## config.mk

```make
export PLATFORM = sky130hd
export DESIGN_NAME = fw_framer
export DESIGN_NICKNAME = d
export VERILOG_FILES = /design/src/rtl/fw_pkg.sv /design/src/rtl/fw_sampler.sv /design/src/rtl/fw_hcount.sv /design/src/rtl/fw_vseq.sv /design/src/rtl/fw_framer.sv
export SDC_FILE = /design/constraint.sdc
export NUM_CORES = 1
export LEC_CHECK = 0
export BUFFER_PORTS_ARGS = -buffer_cell sky130_fd_sc_hd__clkbuf_2
export CAP_MARGIN = 20
export CORE_MARGIN = 1.5
export CORE_UTILIZATION = 25
export CTS_CLUSTER_DIAMETER = 30
export DETAILED_ROUTE_END_ITERATION = 7
export PLACE_DENSITY = 0.41
export SLEW_MARGIN = 25
export SYNTH_ARGS = -nofsm -noshare
export SYNTH_HDL_FRONTEND = slang
export SYNTH_SLANG_ARGS = --single-unit
```

## constraint.sdc

```tcl
create_clock -name clk -period 6.95 [get_ports clk]
set_input_delay 1.7375 -clock clk [delete_from_list [all_inputs] [get_ports clk]]
set_output_delay 1.7375 -clock clk [all_outputs]
set_load 0.05 [all_outputs]
```

## src/rtl/fw_pkg.sv

```systemverilog
package fw_pkg;
    typedef enum logic [1:0] {
        ST_WAIT_V = 2'd0,
        ST_BLANK  = 2'd1,
        ST_ACTIVE = 2'd2,
        ST_DONE   = 2'd3
    } vstate_e;

    localparam int SYNC_CH = 2;
    localparam int CH_H    = 0;
    localparam int CH_V    = 1;
endpackage

```

## src/rtl/fw_sampler.sv

```systemverilog
module fw_sampler #(
    parameter int CH = 2
) (
    input  logic          clk,
    input  logic          rst_n,
    input  logic          sync_en_n,
    input  logic [CH-1:0] sync_raw,
    input  logic [CH-1:0] pol,
    output logic          tick,
    output logic [CH-1:0] rise
);
    assign tick = ~sync_en_n;

    for (genvar i = 0; i < CH; i++) begin : g_ch
        logic active_s;
        logic cur_q;
        logic prev_q;

        assign active_s = pol[i] ? sync_raw[i] : ~sync_raw[i];

        always_ff @(posedge clk or negedge rst_n) begin
            if (!rst_n) begin
                cur_q  <= 1'b0;
                prev_q <= 1'b0;
            end else if (tick) begin
                cur_q  <= active_s;
                prev_q <= cur_q;
            end
        end

        assign rise[i] = tick & cur_q & ~prev_q;
    end
endmodule

```

## src/rtl/fw_hcount.sv

```systemverilog
module fw_hcount #(
    parameter int COARSE_W = 8,
    parameter int BLOCKS_W = 8,
    parameter int PCNT_W   = 12
) (
    input  logic                clk,
    input  logic                rst_n,
    input  logic                tick,
    input  logic                hs_rise,
    input  logic [COARSE_W-1:0] coarse,
    input  logic [1:0]          fine,
    input  logic [BLOCKS_W-1:0] blocks,
    output logic                in_window,
    output logic                at_first
);
    localparam logic [PCNT_W-1:0] PCNT_MAX   = {PCNT_W{1'b1}};
    localparam logic [PCNT_W-1:0] PIPE_SLACK = PCNT_W'(7);

    logic [PCNT_W-1:0] px_cnt;
    logic [PCNT_W-1:0] start_px;
    logic [PCNT_W-1:0] stop_px;

    always_comb begin
        start_px = (PCNT_W'(coarse) << 2) + PCNT_W'(fine) + PIPE_SLACK;
        stop_px  = start_px + (PCNT_W'(blocks) << 3);
    end

    always_ff @(posedge clk or negedge rst_n) begin
        if (!rst_n) begin
            px_cnt <= '0;
        end else if (hs_rise) begin
            px_cnt <= PCNT_W'(1);
        end else if (tick && px_cnt != PCNT_MAX) begin
            px_cnt <= px_cnt + 1'b1;
        end
    end

    assign in_window = (px_cnt >= start_px) && (px_cnt < stop_px);
    assign at_first  = (px_cnt == start_px);
endmodule

```

## src/rtl/fw_vseq.sv

```systemverilog
module fw_vseq
    import fw_pkg::*;
#(
    parameter int OFF_W      = 10,
    parameter int N_W        = 9,
    parameter int LCNT_W     = 11,
    parameter int NTSC_LIMIT = 290
) (
    input  logic             clk,
    input  logic             rst_n,
    input  logic             hs_rise,
    input  logic             vs_rise,
    input  logic [OFF_W-1:0] v_offset,
    input  logic [N_W-1:0]   v_lines2,
    output logic             line_active,
    output logic             first_line,
    output logic             std_flag
);
    localparam logic [LCNT_W-1:0] LCNT_MAX = {LCNT_W{1'b1}};
    localparam logic [LCNT_W-1:0] LIMIT    = LCNT_W'(NTSC_LIMIT);

    vstate_e           state;
    vstate_e           nxt;
    logic [LCNT_W-1:0] ln_cnt;
    logic [LCNT_W-1:0] nl;
    logic [LCNT_W-1:0] first_ln;
    logic [LCNT_W-1:0] end_ln;

    always_comb begin
        nl       = (ln_cnt == LCNT_MAX) ? ln_cnt : ln_cnt + 1'b1;
        first_ln = LCNT_W'(v_offset) + 1'b1;
        end_ln   = LCNT_W'(v_offset) + (LCNT_W'(v_lines2) << 1) + 1'b1;
    end

    always_comb begin
        nxt = state;
        unique case (state)
            ST_WAIT_V: begin
                if (vs_rise) nxt = ST_BLANK;
            end
            ST_BLANK: begin
                if (vs_rise)
                    nxt = ST_BLANK;
                else if (hs_rise && nl == first_ln && v_lines2 != '0)
                    nxt = ST_ACTIVE;
            end
            ST_ACTIVE: begin
                if (vs_rise)
                    nxt = ST_BLANK;
                else if (hs_rise && nl == end_ln)
                    nxt = ST_DONE;
            end
            ST_DONE: begin
                if (vs_rise) nxt = ST_BLANK;
            end
        endcase
    end

    always_ff @(posedge clk or negedge rst_n) begin
        if (!rst_n) state <= ST_WAIT_V;
        else        state <= nxt;
    end

    always_ff @(posedge clk or negedge rst_n) begin
        if (!rst_n) begin
            ln_cnt   <= '0;
            std_flag <= 1'b0;
        end else begin
            if (vs_rise) begin
                ln_cnt <= '0;
                if (state != ST_WAIT_V) std_flag <= (ln_cnt < LIMIT);
            end else if (hs_rise) begin
                ln_cnt <= nl;
            end
        end
    end

    always_comb begin
        line_active = 1'b0;
        first_line  = 1'b0;
        unique case (state)
            ST_WAIT_V: line_active = 1'b0;
            ST_BLANK:  line_active = 1'b0;
            ST_ACTIVE: begin
                line_active = 1'b1;
                first_line  = (ln_cnt == first_ln);
            end
            ST_DONE:   line_active = 1'b0;
        endcase
    end
endmodule

```

## src/rtl/fw_framer.sv

```systemverilog
module fw_framer
    import fw_pkg::*;
#(
    parameter int OFF_W      = 10,
    parameter int N_W        = 9,
    parameter int COARSE_W   = 8,
    parameter int BLOCKS_W   = 8,
    parameter int NTSC_LIMIT = 290
) (
    input  logic                clk,
    input  logic                rst_n,
    input  logic                sync_en_n,
    input  logic                hsync_in,
    input  logic                vsync_in,
    input  logic                hs_pol,
    input  logic                vs_pol,
    input  logic [OFF_W-1:0]    v_offset,
    input  logic [N_W-1:0]      v_lines2,
    input  logic [COARSE_W-1:0] h_coarse,
    input  logic [1:0]          h_fine,
    input  logic [BLOCKS_W-1:0] h_blocks,
    output logic                line_valid,
    output logic                pixel_valid,
    output logic                frame_start,
    output logic                std_ntsc
);
    localparam int LCNT_W = ((OFF_W > N_W + 1) ? OFF_W : N_W + 1) + 1;
    localparam int PCNT_W = ((COARSE_W + 2 > BLOCKS_W + 3) ? COARSE_W + 2 : BLOCKS_W + 3) + 2;

    logic               tick;
    logic [SYNC_CH-1:0] rise;
    logic               in_window;
    logic               at_first;
    logic               first_line;

    fw_sampler #(.CH(SYNC_CH)) u_samp (
        .clk      (clk),
        .rst_n    (rst_n),
        .sync_en_n(sync_en_n),
        .sync_raw ({vsync_in, hsync_in}),
        .pol      ({vs_pol, hs_pol}),
        .tick     (tick),
        .rise     (rise)
    );

    fw_hcount #(.COARSE_W(COARSE_W), .BLOCKS_W(BLOCKS_W), .PCNT_W(PCNT_W)) u_hcnt (
        .clk      (clk),
        .rst_n    (rst_n),
        .tick     (tick),
        .hs_rise  (rise[CH_H]),
        .coarse   (h_coarse),
        .fine     (h_fine),
        .blocks   (h_blocks),
        .in_window(in_window),
        .at_first (at_first)
    );

    fw_vseq #(.OFF_W(OFF_W), .N_W(N_W), .LCNT_W(LCNT_W), .NTSC_LIMIT(NTSC_LIMIT)) u_vseq (
        .clk        (clk),
        .rst_n      (rst_n),
        .hs_rise    (rise[CH_H]),
        .vs_rise    (rise[CH_V]),
        .v_offset   (v_offset),
        .v_lines2   (v_lines2),
        .line_active(line_valid),
        .first_line (first_line),
        .std_flag   (std_ntsc)
    );

    assign pixel_valid = line_valid & in_window;
    assign frame_start = pixel_valid & first_line & at_first;
endmodule

```

==> impl_metrics.csv, run 1 <==
group,metric,value,unit
pwr,power_density,206,nW/µm²
pwr,leakage,2.05,nW
global_routing,grt_remaining_overflow,0,
timing,finClkSkew,0.00518,ns
synthesis,ys_seq_elements,31,
critical_path,critical_path.endpoint_type,"output port",
clocking,clk_pin_slew_worst_paths,0.05,ns
clocking,postCtsSetupRepairBufs,0,
critical_path,r2r_cells,10,
clocking,clock-sinks,31,
place,dp.cells,686,
pwr,combPwrFrac,0.444,
synthesis,yosysMostFrequentCell,"ha_1",
job,maxCapViolations,0,
hold_path,min_path_type,"reg -> reg",
timing,finalHoldViolations,0,
cells_and_area,stdcell_count,694,
synthesis,synth_common_cells,"ha_1, nand2_1, xnor2_1",
die,io_pins,48,
pwr,clockPowerShare,0.275,
synthesis,synth_simple_gate_area_share,0.222,
global_routing,track_usage,0.134,
cells_and_area,nFillCells,1581,
clocking,cts_root_buf,"clkbuf_16",
critical_path,critPathMaxStageDelay,0.28,ns
timing,rsz0062_at_grt,"false",
synthesis,yosysSeqAreaShare,0.207,
global_routing,grt_pass1_wl,17300,µm
die,num_rows,44,
pwr,p_int,0.558,mW
cells_and_area,n_antenna_cell,0,
place,portBuffers,47,
critical_path,required,5.21,ns
clocking,cts_tree,"yes",
pwr,worst_ir_drop_vdd,0.000119,V
cells_and_area,regArea,776,µm²
detailed_routing,drt-total-wl,10300,µm
detailed_routing,drt_first_pass_iters,4,
detailed_routing,vias,3431,
die,fp.coreArea,14600,µm²
critical_path,worstReg2RegEnd,"u_vseq.state[1]$_DFFE_PN0P_",
critical_path,worstPathCellList,"clkbuf_2 > inv_1 > ha_2 > nand2b_1 > nand2_2 > xnor2_2 > ha_1 > a21o_1 > a21o_1 > a21o_1 > a21o_1 > a21o_1 > a21oi_2 > xor2_1 > ha_1 > o21ai_2 > nor2_1 > a21oi_2 > nor4b_4 > buf_12",
detailed_routing,wire_per_inst,14.8,µm
critical_path,critPathMostFrequentCell,"a21o_1",
synthesis,yosysWarnings,0,
synthesis,ys.flop_type,"dfrtp_1",
synthesis,syn_inst,465,
die,die_w,125,µm
detailed_routing,drc,0,
synthesis,synth_xor_area_frac,0.166,
critical_path,arrival,4.96,ns
timing,fin_crit,6.69,ns
synthesis,yosys.area_share.adder,0.168,
timing,timing.fmax,149,MHz
timing,setup_violations,0,
critical_path,critPathBufInv,3,
global_routing,grt_pass1_vias,3478,
synthesis,postSynthAreaPerCell,8.06,µm²
synthesis,synth-edff-count,0,
cells_and_area,multiInputGateArea,2840,µm²
clocking,worstSkewPairLatency,0.27,ns
synthesis,syn-num-nets,558,
synthesis,synth_top_area_share,0.207,
global_routing,grt_max_degree,32,
clocking,cts_max_level,2,
synthesis,yosysTopAreaCell,"dfrtp_1",
pwr,netSwitchingFraction,0.389,
cells_and_area,syn_to_final_growth,18.1,%
detailed_routing,via_per_inst,4.94,
cells_and_area,drive_gt1_frac,0.159,
synthesis,syn_area,3750,µm²
cells_and_area,nNetsFinal,602,
critical_path,cp-startpoint,"h_fine[1]",
critical_path,path_depth,20,
timing,drv_slew,0,
timing,post-route-period-util,0.963,
die,die_y,125,µm
global_routing,antenna_found_initial,0,
critical_path,ff2ff_setup_slack,2.92,ns
detailed_routing,dr.first_iter.drc_count,111,
pwr,seq_power_share,0.281,
timing,tns,0,ns
die,floorplan.die_area,15700,µm²
synthesis,synth_compound_area_frac,0.178,
place,hpwl,8250,µm
synthesis,synthMuxAreaShare,0.0107,
critical_path,critPathTopFamily,"compound AO/OA/AOI/OAI gates",
synthesis,ys_types,48,
timing,setup_slack,0.255,ns
clocking,cts.path.max_buffers,2,
timing,tightest_slew,0.896,ns
critical_path,critPathSlowestCell,"nor4b_4",
status,status,"finished, final reports clean",
critical_path,start_kind,"input pin",
critical_path,worstSetupEndpoint,"frame_start",
synthesis,synth_top_family_by_area,"simple AND/OR/NAND/NOR gates",
critical_path,timing.rr.start,"u_vseq.ln_cnt[1]$_DFFE_PN0P_",
place,pre_cts_ws,-0.0877,ns
pwr,p_sw,0.355,mW
die,start_util,0.257,
detailed_routing,ant_nets,0,
timing,slew_headroom,0.403,
synthesis,synth.area.top_cells,"dfrtp_1, ha_1, xnor2_1, xor2_1, a21oi_1",
critical_path,critPathKind,"in -> out",
clocking,numCtsBuffers,5,
synthesis,ys_async_sr_fraction,1.00,
place,place.gp.congestion,0.751,
critical_path,crit_fanout,2,
[logic make-up after synthesis]
| logic type | Yosys count |
|---|---|
| adder cells (fa/ha/maj) | 49 |
| AO/OA/AOI/OAI | 100 |
| buffers and inverters | 42 |
| flip-flops | 31 |
| AND/OR/NAND/NOR | 168 |
| XOR/XNOR | 71 |
| multiplexers | 4 |
[metrics by stage]
stage           util  power (mW)  instance area (µm²)  hold WS [ns]
2_1_floorplan      -       0.548                 3760         0.452
3_3_place_gp   0.289       0.658                 4220         0.465
3_5_place_dp   0.289       0.663                 4220         0.479
4_1_cts        0.301       0.924                 4390         0.492
5_1_grt        0.303       0.990                 4420         0.527
6_report       0.303       0.913                 4420         0.484
[flip-flops by register name, indices dropped and copies added (netlist names)]
signal              flops
u_samp.g_ch.cur_q       2
u_samp.g_ch.prev_q      2
u_hcnt.px_cnt          13
u_vseq.std_flag         1
u_vseq.ln_cnt          11
u_vseq.state            2
[cell type report]
| class | count | share of cell area |
|---|---|---|
| flip-flops and latches | 31 | 0.175 |
| clock buffers | 5 | 0.0283 |
| clock inverters | 3 | 0.00990 |
| well taps | 184 | 0.0521 |
| multi-input cells | 392 | 0.642 |
| repair buffers | 53 | 0.0702 |
| inverters | 26 | 0.0221 |
[power groups by stage]
stage | Combinational, mW | Sequential (mW) | Clock [mW]
floorplan | 0.294 | 0.254 | 0
global placement | 0.399 | 0.259 | 0
detailed placement | 0.404 | 0.260 | 0
CTS | 0.407 | 0.257 | 0.261
global route | 0.460 | 0.263 | 0.267
finish | 0.405 | 0.257 | 0.251
[per-layer routing]
layer  up-vias  wire length, µm  global-route usage
met5         -                0                   0
met4         0               88              0.0234
met3         7              298              0.0137
met2        61             5130               0.246
met1      1611             4760               0.171
li1       1752                -                   -
[layout by cell type, fill, tap and decap left out, types with 12 or more instances in the layout]
master / Yosys / layout
a21o_1: 16 / 16
a21oi_1: 35 / 32
and3_1: 12 / 12
clkbuf_2: 0 / 45
dfrtp_1: 31 / 31
ha_1: 47 / 46
inv_1: 26 / 25
nand2_1: 44 / 43
nand3_1: 17 / 17
nand4_1: 15 / 15
nor2_1: 34 / 33
nor3_1: 13 / 13
o21ai_0: 18 / 16
xnor2_1: 36 / 35
xor2_1: 35 / 35
[how the worst min path moves through the flow]
| stage | start | end | cells after the start |
|---|---|---|---|
| global placement | u_vseq.std_flag$_DFFE_PN0P_ | u_vseq.std_flag$_DFFE_PN0P_ | 1 |
| floorplan | u_samp.g_ch[0].cur_q$_DFFE_PN0N_ | u_samp.g_ch[0].cur_q$_DFFE_PN0N_ | 2 |
| finish | u_vseq.std_flag$_DFFE_PN0P_ | u_vseq.std_flag$_DFFE_PN0P_ | 1 |
| CTS | u_vseq.std_flag$_DFFE_PN0P_ | u_vseq.std_flag$_DFFE_PN0P_ | 1 |
| detailed placement | u_vseq.std_flag$_DFFE_PN0P_ | u_vseq.std_flag$_DFFE_PN0P_ | 1 |
| global route | u_vseq.std_flag$_DFFE_PN0P_ | u_vseq.std_flag$_DFFE_PN0P_ | 1 |
[repair_timing]
action                                 4_1_cts  5_1_grt
gates resized for setup                      2        9
endpoints found under the hold margin        0        0
hold buffers                                 0        0
pin swaps                                    0       14
setup endpoints to repair                    2        2
Power figures use the tool's default switching activity.
==> run 2, diff against run 1 <==
--- a/config.mk
+++ b/config.mk
@@ -7,6 +7,7 @@
 export LEC_CHECK = 0
 export BUFFER_PORTS_ARGS = -buffer_cell sky130_fd_sc_hd__clkbuf_2
 export CAP_MARGIN = 20
+export CORE_ASPECT_RATIO = 1.25
 export CORE_MARGIN = 1.5
 export CORE_UTILIZATION = 25
 export CTS_CLUSTER_DIAMETER = 30
==> run 2 against run 1 <==
- the run now ends with design-rule violations left
- maximum frequency is 0.32% lower
- first-iteration DRC count is 29% higher
- cell count is 1.4% lower
- register-to-register slack worse by 0.06 ns
- design area is 1.1% lower
- worst setup slack worse by 0.022 ns
- non-clock buffer count is 4 lower
- clock skew is 0.0029 ns lower
- die area hardly changed
- flip-flop and latch count stayed put
- worst hold slack better by 0.011 ns
- critical endpoint unchanged
- largest power group unchanged
==> impl_metrics.csv, run 2 (same netlist as run 1, synthesis figures left out) <==
group,metric,value,unit
detailed_routing,drc,5,
timing,setup_violations,0,
clocking,cts_tree,"yes",
hold_path,hp-start,"u_vseq.std_flag$_DFFE_PN0P_",
cells_and_area,largest_register,"u_hcnt.px_cnt",
timing,slew_headroom,0.462,
die,die_y,140,µm
global_routing,grt_remaining_overflow,0,
critical_path,ff2ff_setup_slack,2.86,ns
critical_path,crit_fanout,2,
cells_and_area,largestRegisters,"u_hcnt.px_cnt: 13 flops, u_vseq.ln_cnt: 11 flops",
hold_path,min_path_type,"reg -> reg",
pwr,p_int,0.538,mW
critical_path,worstReg2RegEnd,"u_vseq.state[1]$_DFFE_PN0P_",
pwr,seq_power_share,0.290,
critical_path,critical_path.endpoint_type,"output port",
die,num_rows,49,
hold_path,min_to,"u_vseq.std_flag$_DFFE_PN0P_",
cells_and_area,regArea,776,µm²
die,io_pins,48,
timing,post-route-period-util,0.966,
place,portBuffers,47,
critical_path,timing.rr.start,"u_vseq.ln_cnt[1]$_DFFE_PN0P_",
timing,timing.fmax,149,MHz
cells_and_area,stdcell_count,684,
pwr,clockPowerShare,0.259,
status,violations,"design-rule violations",
clocking,cts_root_buf,"clkbuf_16",
clocking,clock-sinks,31,
status,status,"finished, violations left",
global_routing,antenna_found_initial,0,
detailed_routing,wl_met1,4480,µm
clocking,numCtsBuffers,5,
pwr,total_power,0.892,mW
place,dp.cells,675,
detailed_routing,drt-total-wl,10500,µm
detailed_routing,dr.first_iter.drc_count,143,
critical_path,critPathMaxStageDelay,0.26,ns
hold_path,hold_depth,1,
critical_path,critPathKind,"in -> out",
detailed_routing,top_layer,"met4",
timing,finalHoldViolations,0,
cells_and_area,largest_reg_flops,13,
cells_and_area,utilization,0.301,
job,maxCapViolations,0,
clocking,cts.path.max_buffers,2,
cells_and_area,final_common_cell,"ha_1",
timing,tns,0,ns
critical_path,arrival,4.98,ns
critical_path,required,5.21,ns
timing,tightest_slew,0.807,ns
clocking,worstSkewPairLatency,0.28,ns
cells_and_area,syn_to_final_growth,16.8,%
timing,finClkSkew,0.00228,ns
die,fp.coreArea,14500,µm²
place,pre_cts_ws,-0.0126,ns
place,hpwl,8590,µm
pwr,netSwitchingFraction,0.397,
clocking,cts_max_level,2,
detailed_routing,wire_per_inst,15.3,µm
detailed_routing,wl_met3,290,µm
clocking,cts_hold_buffers,0,
cells_and_area,drive_gt1_frac,0.152,
timing,fin_crit,6.72,ns
place,place.gp.congestion,0.805,
pwr,p_sw,0.354,mW
global_routing,grt_pass1_vias,3360,
clocking,clk_pin_slew_worst_paths,0.05,ns
detailed_routing,ant_nets,0,
critical_path,critPathSlowestCell,"ha_1",
global_routing,track_usage,0.137,
pwr,combPwrFrac,0.451,
detailed_routing,via_per_inst,5.01,
critical_path,worstPathCellList,"clkbuf_2 > inv_1 > ha_2 > nand2b_4 > nand2_2 > xnor2_2 > ha_1 > a21o_1 > a21o_1 > a21o_1 > a21o_1 > a21o_1 > a21oi_2 > xor2_1 > ha_1 > o21ai_2 > nor2_1 > a21oi_2 > nor4b_4 > buf_12",
timing,setup_slack,0.234,ns
detailed_routing,vias,3427,
critical_path,critPathBufInv,3,
critical_path,start_kind,"input pin",
pwr,leakage,2.03,nW
cells_and_area,multiInputGateArea,2860,µm²
die,floorplan.die_area,15700,µm²
critical_path,path_depth,20,
cells_and_area,nNetsFinal,598,
cells_and_area,nFillCells,1554,
critical_path,critPathMostFrequentCell,"a21o_1",
critical_path,r2r_cells,10,
die,start_util,0.258,
timing,drv_slew,0,
critical_path,critPathTopFamily,"compound AO/OA/AOI/OAI gates",
detailed_routing,wl_met2,5630,µm
global_routing,grt_max_degree,32,
detailed_routing,drt_first_pass_iters,8,
cells_and_area,final_cell_mix,"ha_1, clkbuf_2, nand2_1",
die,die_w,112,µm
cells_and_area,n_antenna_cell,0,
global_routing,grt_pass1_wl,17200,µm
pwr,worst_ir_drop_vdd,0.0000895,V
pwr,power_density,204,nW/µm²
[run 2: timing repair]
| action | 4_1_cts | 5_1_grt |
|---|---|---|
| setup endpoints to repair | 2 | 2 |
| gates resized for setup | 2 | 11 |
| pin swaps | 0 | 5 |
| buffers inserted | 0 | 1 |
[run 2: stage by stage]
step / cell area, µm² / hold slack (ns)
after CTS: 4320 / 0.499
after global placement: 4160 / 0.471
final: 4380 / 0.495
after global routing: 4380 / 0.512
after detailed placement: 4160 / 0.488
after floorplan: 3760 / 0.452
[run 2: power groups by stage]
stage | clock network, mW | logic, mW | registers [mW]
6_report | 0.231 | 0.402 | 0.258
5_1_grt | 0.244 | 0.458 | 0.264
4_1_cts | 0.236 | 0.406 | 0.258
3_5_place_dp | 0 | 0.403 | 0.261
3_3_place_gp | 0 | 0.398 | 0.260
2_1_floorplan | 0 | 0.294 | 0.254
[run 2: worst reg2reg max path: stages (launching register included)]
cell	delay [ns]
dfrtp_1	0.51
ha_1	0.50
nand4_1	0.32
nor3_1	0.58
mux2i_1	0.42
xnor2_1	0.12
or4_1	0.38
or4_1	0.44
o41ai_2	0.28
nand2_1	0.15
a221oi_2	0.28
[run 2: area by class of cell]
cell class,instances,area share
clock buffers,8,0.0357
inverters,26,0.0223
multi-input cells,392,0.653
flip-flops and latches,31,0.177
well taps,178,0.0509
repair buffers,49,0.0612
[run 2: worst max path at each step]
stage | startpoint | to | slack, ns
detailed placement | h_fine[0] | pixel_valid | -0.01
global placement | h_fine[0] | frame_start | 0.07
finish | h_fine[0] | frame_start | 0.23
global route | h_fine[0] | frame_start | -0.01
CTS | h_coarse[0] | frame_start | 0.04
floorplan | h_fine[0] | pixel_valid | 0.09
[run 2: metal layers]
| metal | up-vias | track usage |
|---|---|---|
| li1 | 1741 | - |
| met1 | 1626 | 0.163 |
| met2 | 54 | 0.261 |
| met3 | 6 | 0.0183 |
| met4 | 0 | 0.0280 |
| met5 | - | 0 |
==> run 3, diff against run 2 <==
==> constraint.sdc (replaced) <==
create_clock -name clk -period 7.1 [get_ports clk]
set_input_delay 1.775 -clock clk [delete_from_list [all_inputs] [get_ports clk]]
set_output_delay 1.775 -clock clk [all_outputs]
set_load 0.05 [all_outputs]
==> run 3 against run 2 <==
- the flow still finishes with violations (design-rule violations)
- die area stayed put
- worst hold slack worse by 0.011 ns
- sequential share of layout area is 0.29 points higher
- register-to-register slack better by 0.20 ns
- global-route usage is 0.16 points higher
- power is 5.0% lower
- first-iteration DRC count is 2.8% higher
- core utilization is 0.48 points lower
==> impl_metrics.csv, run 3 (same netlist as run 1, synthesis figures left out) <==
group,metric,value,unit
clocking,cts_max_level,2,
global_routing,grt_pass1_wl,17500,µm
die,io_pins,48,
clocking,worstSkewPairLatency,0.28,ns
die,die_y,140,µm
place,hpwl,8400,µm
global_routing,grt_remaining_overflow,0,
global_routing,grt_max_degree,32,
critical_path,worstSetupEndpoint,"frame_start",
critical_path,worstReg2RegEnd,"u_vseq.state[1]$_DFFE_PN0P_",
pwr,worst_ir_drop_vdd,0.0000762,V
critical_path,critPathSlowestCell,"ha_1",
timing,hold_slack,0.483,ns
critical_path,cp-startpoint,"h_fine[0]",
global_routing,grt_pass1_vias,3459,
critical_path,crit_fanout,2,
detailed_routing,vias,3430,
timing,setup_violations,0,
critical_path,start_kind,"input pin",
critical_path,critical_path.endpoint_type,"output port",
clocking,cts_tree,"yes",
pwr,leakage,2.01,nW
timing,fin_crit,6.83,ns
critical_path,critPathKind,"in -> out",
cells_and_area,n_antenna_cell,0,
global_routing,track_usage,0.139,
die,fp.coreArea,14500,µm²
detailed_routing,top_layer,"met4",
detailed_routing,dr.first_iter.drc_count,147,
die,die_w,112,µm
timing,setup_slack,0.268,ns
cells_and_area,largestRegisters,"u_hcnt.px_cnt: 13 flops, u_vseq.ln_cnt: 11 flops",
critical_path,timing.rr.start,"u_vseq.ln_cnt[1]$_DFFE_PN0P_",
critical_path,arrival,5.06,ns
critical_path,required,5.33,ns
critical_path,critPathMaxStageDelay,0.26,ns
detailed_routing,drc,4,
timing,timing.fmax,146,MHz
status,status,"finished, violations left",
detailed_routing,wire_per_inst,15.1,µm
global_routing,antenna_found_initial,0,
cells_and_area,nNetsFinal,598,
die,num_rows,49,
place,portBuffers,47,
place,place.gp.congestion,0.784,
place,pre_cts_ws,0.0744,ns
clocking,cts_hold_buffers,0,
critical_path,worstPathCellList,"clkbuf_2 > inv_1 > ha_1 > nand2b_1 > nand2_1 > xnor2_2 > ha_1 > a21o_1 > a21o_1 > a21o_1 > a21o_1 > a21o_1 > a21oi_1 > xor2_1 > ha_1 > o21ai_1 > nor2_1 > a21oi_1 > nor4b_4 > buf_6",
critical_path,critPathBufInv,3,
critical_path,ff2ff_setup_slack,3.06,ns
critical_path,r2r_cells,10,
clocking,numCtsBuffers,5,
timing,finalHoldViolations,0,
critical_path,path_depth,20,
cells_and_area,largest_reg_flops,13,
timing,post-route-period-util,0.962,
detailed_routing,wl_met1,4510,µm
critical_path,critPathTopFamily,"compound AO/OA/AOI/OAI gates",
status,violations,"design-rule violations",
cells_and_area,utilization,0.296,
timing,tns,0,ns
job,maxCapViolations,0,
timing,tightest_slew,0.815,ns
pwr,power_density,197,nW/µm²
detailed_routing,wl_met3,283,µm
timing,rsz0062_at_grt,"false",
detailed_routing,via_per_inst,5.01,
critical_path,critPathMostFrequentCell,"a21o_1",
detailed_routing,drt-total-wl,10300,µm
cells_and_area,final_cell_mix,"ha_1, clkbuf_2, nand2_1",
detailed_routing,drt_first_pass_iters,8,
hold_path,min_path_type,"reg -> reg",
cells_and_area,syn_to_final_growth,14.9,%
timing,finClkSkew,0.00299,ns
detailed_routing,wl_met2,5310,µm
die,floorplan.die_area,15700,µm²
timing,drv_slew,0,
clocking,clk_pin_slew_worst_paths,0.05,ns
timing,slew_headroom,0.457,
cells_and_area,drive_gt1_frac,0.132,
cells_and_area,largest_register,"u_hcnt.px_cnt",
die,start_util,0.258,
clocking,cts_root_buf,"clkbuf_16",
clocking,clock-sinks,31,
clocking,cts.path.max_buffers,2,
hold_path,hp-start,"u_samp.g_ch[1].cur_q$_DFFE_PN0N_",
cells_and_area,final_common_cell,"ha_1",
detailed_routing,ant_nets,0,
## run 3: cell count changes in the layout (fill, tap and decap cells not counted), moves of 2 or more
cell / before / now
o21ai_2: 2 / 0
clkbuf_8: 2 / 0
a21oi_2: 2 / 0
a21oi_1: 33 / 35
## run 3: cell type report
| cell class | count | area, µm² |
|---|---|---|
| Sequential cell | 31 | 776 |
| Clock buffer | 7 | 133 |
| Timing Repair Buffer | 49 | 256 |
| Fill cell | 1571 | 10200 |
| Clock inverter | 1 | 5.00 |
| Tap cell | 178 | 223 |
| Inverter | 26 | 97.6 |
| Multi-Input combinational cell | 392 | 2820 |
## run 3: worst reg2reg max path: cells and delay by family, from the launching register on
family                   cells  cell delay, ns
flip-flops                   1            0.48
XOR/XNOR                     1            0.13
AND/OR/NAND/NOR              5            1.87
adder cells (fa/ha/maj)      1            0.49
AO/OA/AOI/OAI                2            0.57
multiplexers                 1            0.42
## run 3: layer usage
layer | up-vias | GRT usage
li1 | 1742 | -
met1 | 1608 | 0.168
met2 | 66 | 0.254
met3 | 14 | 0.0179
met4 | 0 | 0.0426
met5 | - | 0
## run 3: worst min path at each step
| stage | endpoint | slack [ns] | depth (start not counted) |
|---|---|---|---|
| 2_1_floorplan | u_samp.g_ch[0].cur_q$_DFFE_PN0N_ | 0.45 | 2 |
| 3_3_place_gp | u_vseq.std_flag$_DFFE_PN0P_ | 0.47 | 1 |
| 3_5_place_dp | u_samp.g_ch[1].cur_q$_DFFE_PN0N_ | 0.48 | 2 |
| 4_1_cts | u_samp.g_ch[1].cur_q$_DFFE_PN0N_ | 0.49 | 2 |
| 5_1_grt | u_vseq.std_flag$_DFFE_PN0P_ | 0.52 | 1 |
| 6_report | u_samp.g_ch[1].cur_q$_DFFE_PN0N_ | 0.48 | 2 |
## run 3: through the flow
| stage | total power, mW | cells | area [µm²] |
|---|---|---|---|
| 6_report | 0.848 | 684 | 4310 |
| 5_1_grt | 0.924 | 684 | 4310 |
| 4_1_cts | 0.860 | 683 | 4280 |
| 3_5_place_dp | 0.647 | 675 | 4140 |
| 3_3_place_gp | 0.643 | 675 | 4140 |
| 2_1_floorplan | 0.537 | 465 | 3760 |
## run 3: power breakdown
group / switching, mW / internal [mW] / total [mW]
registers: 0.0451 / 0.207 / 0.252
logic: 0.220 / 0.167 / 0.388
clock network: 0.0778 / 0.130 / 0.207
## run 3: timing repair
action	CTS	global route
hold endpoints to repair	0	0
setup buffers	0	1
gates resized for setup	0	7
setup endpoints to repair	0	2
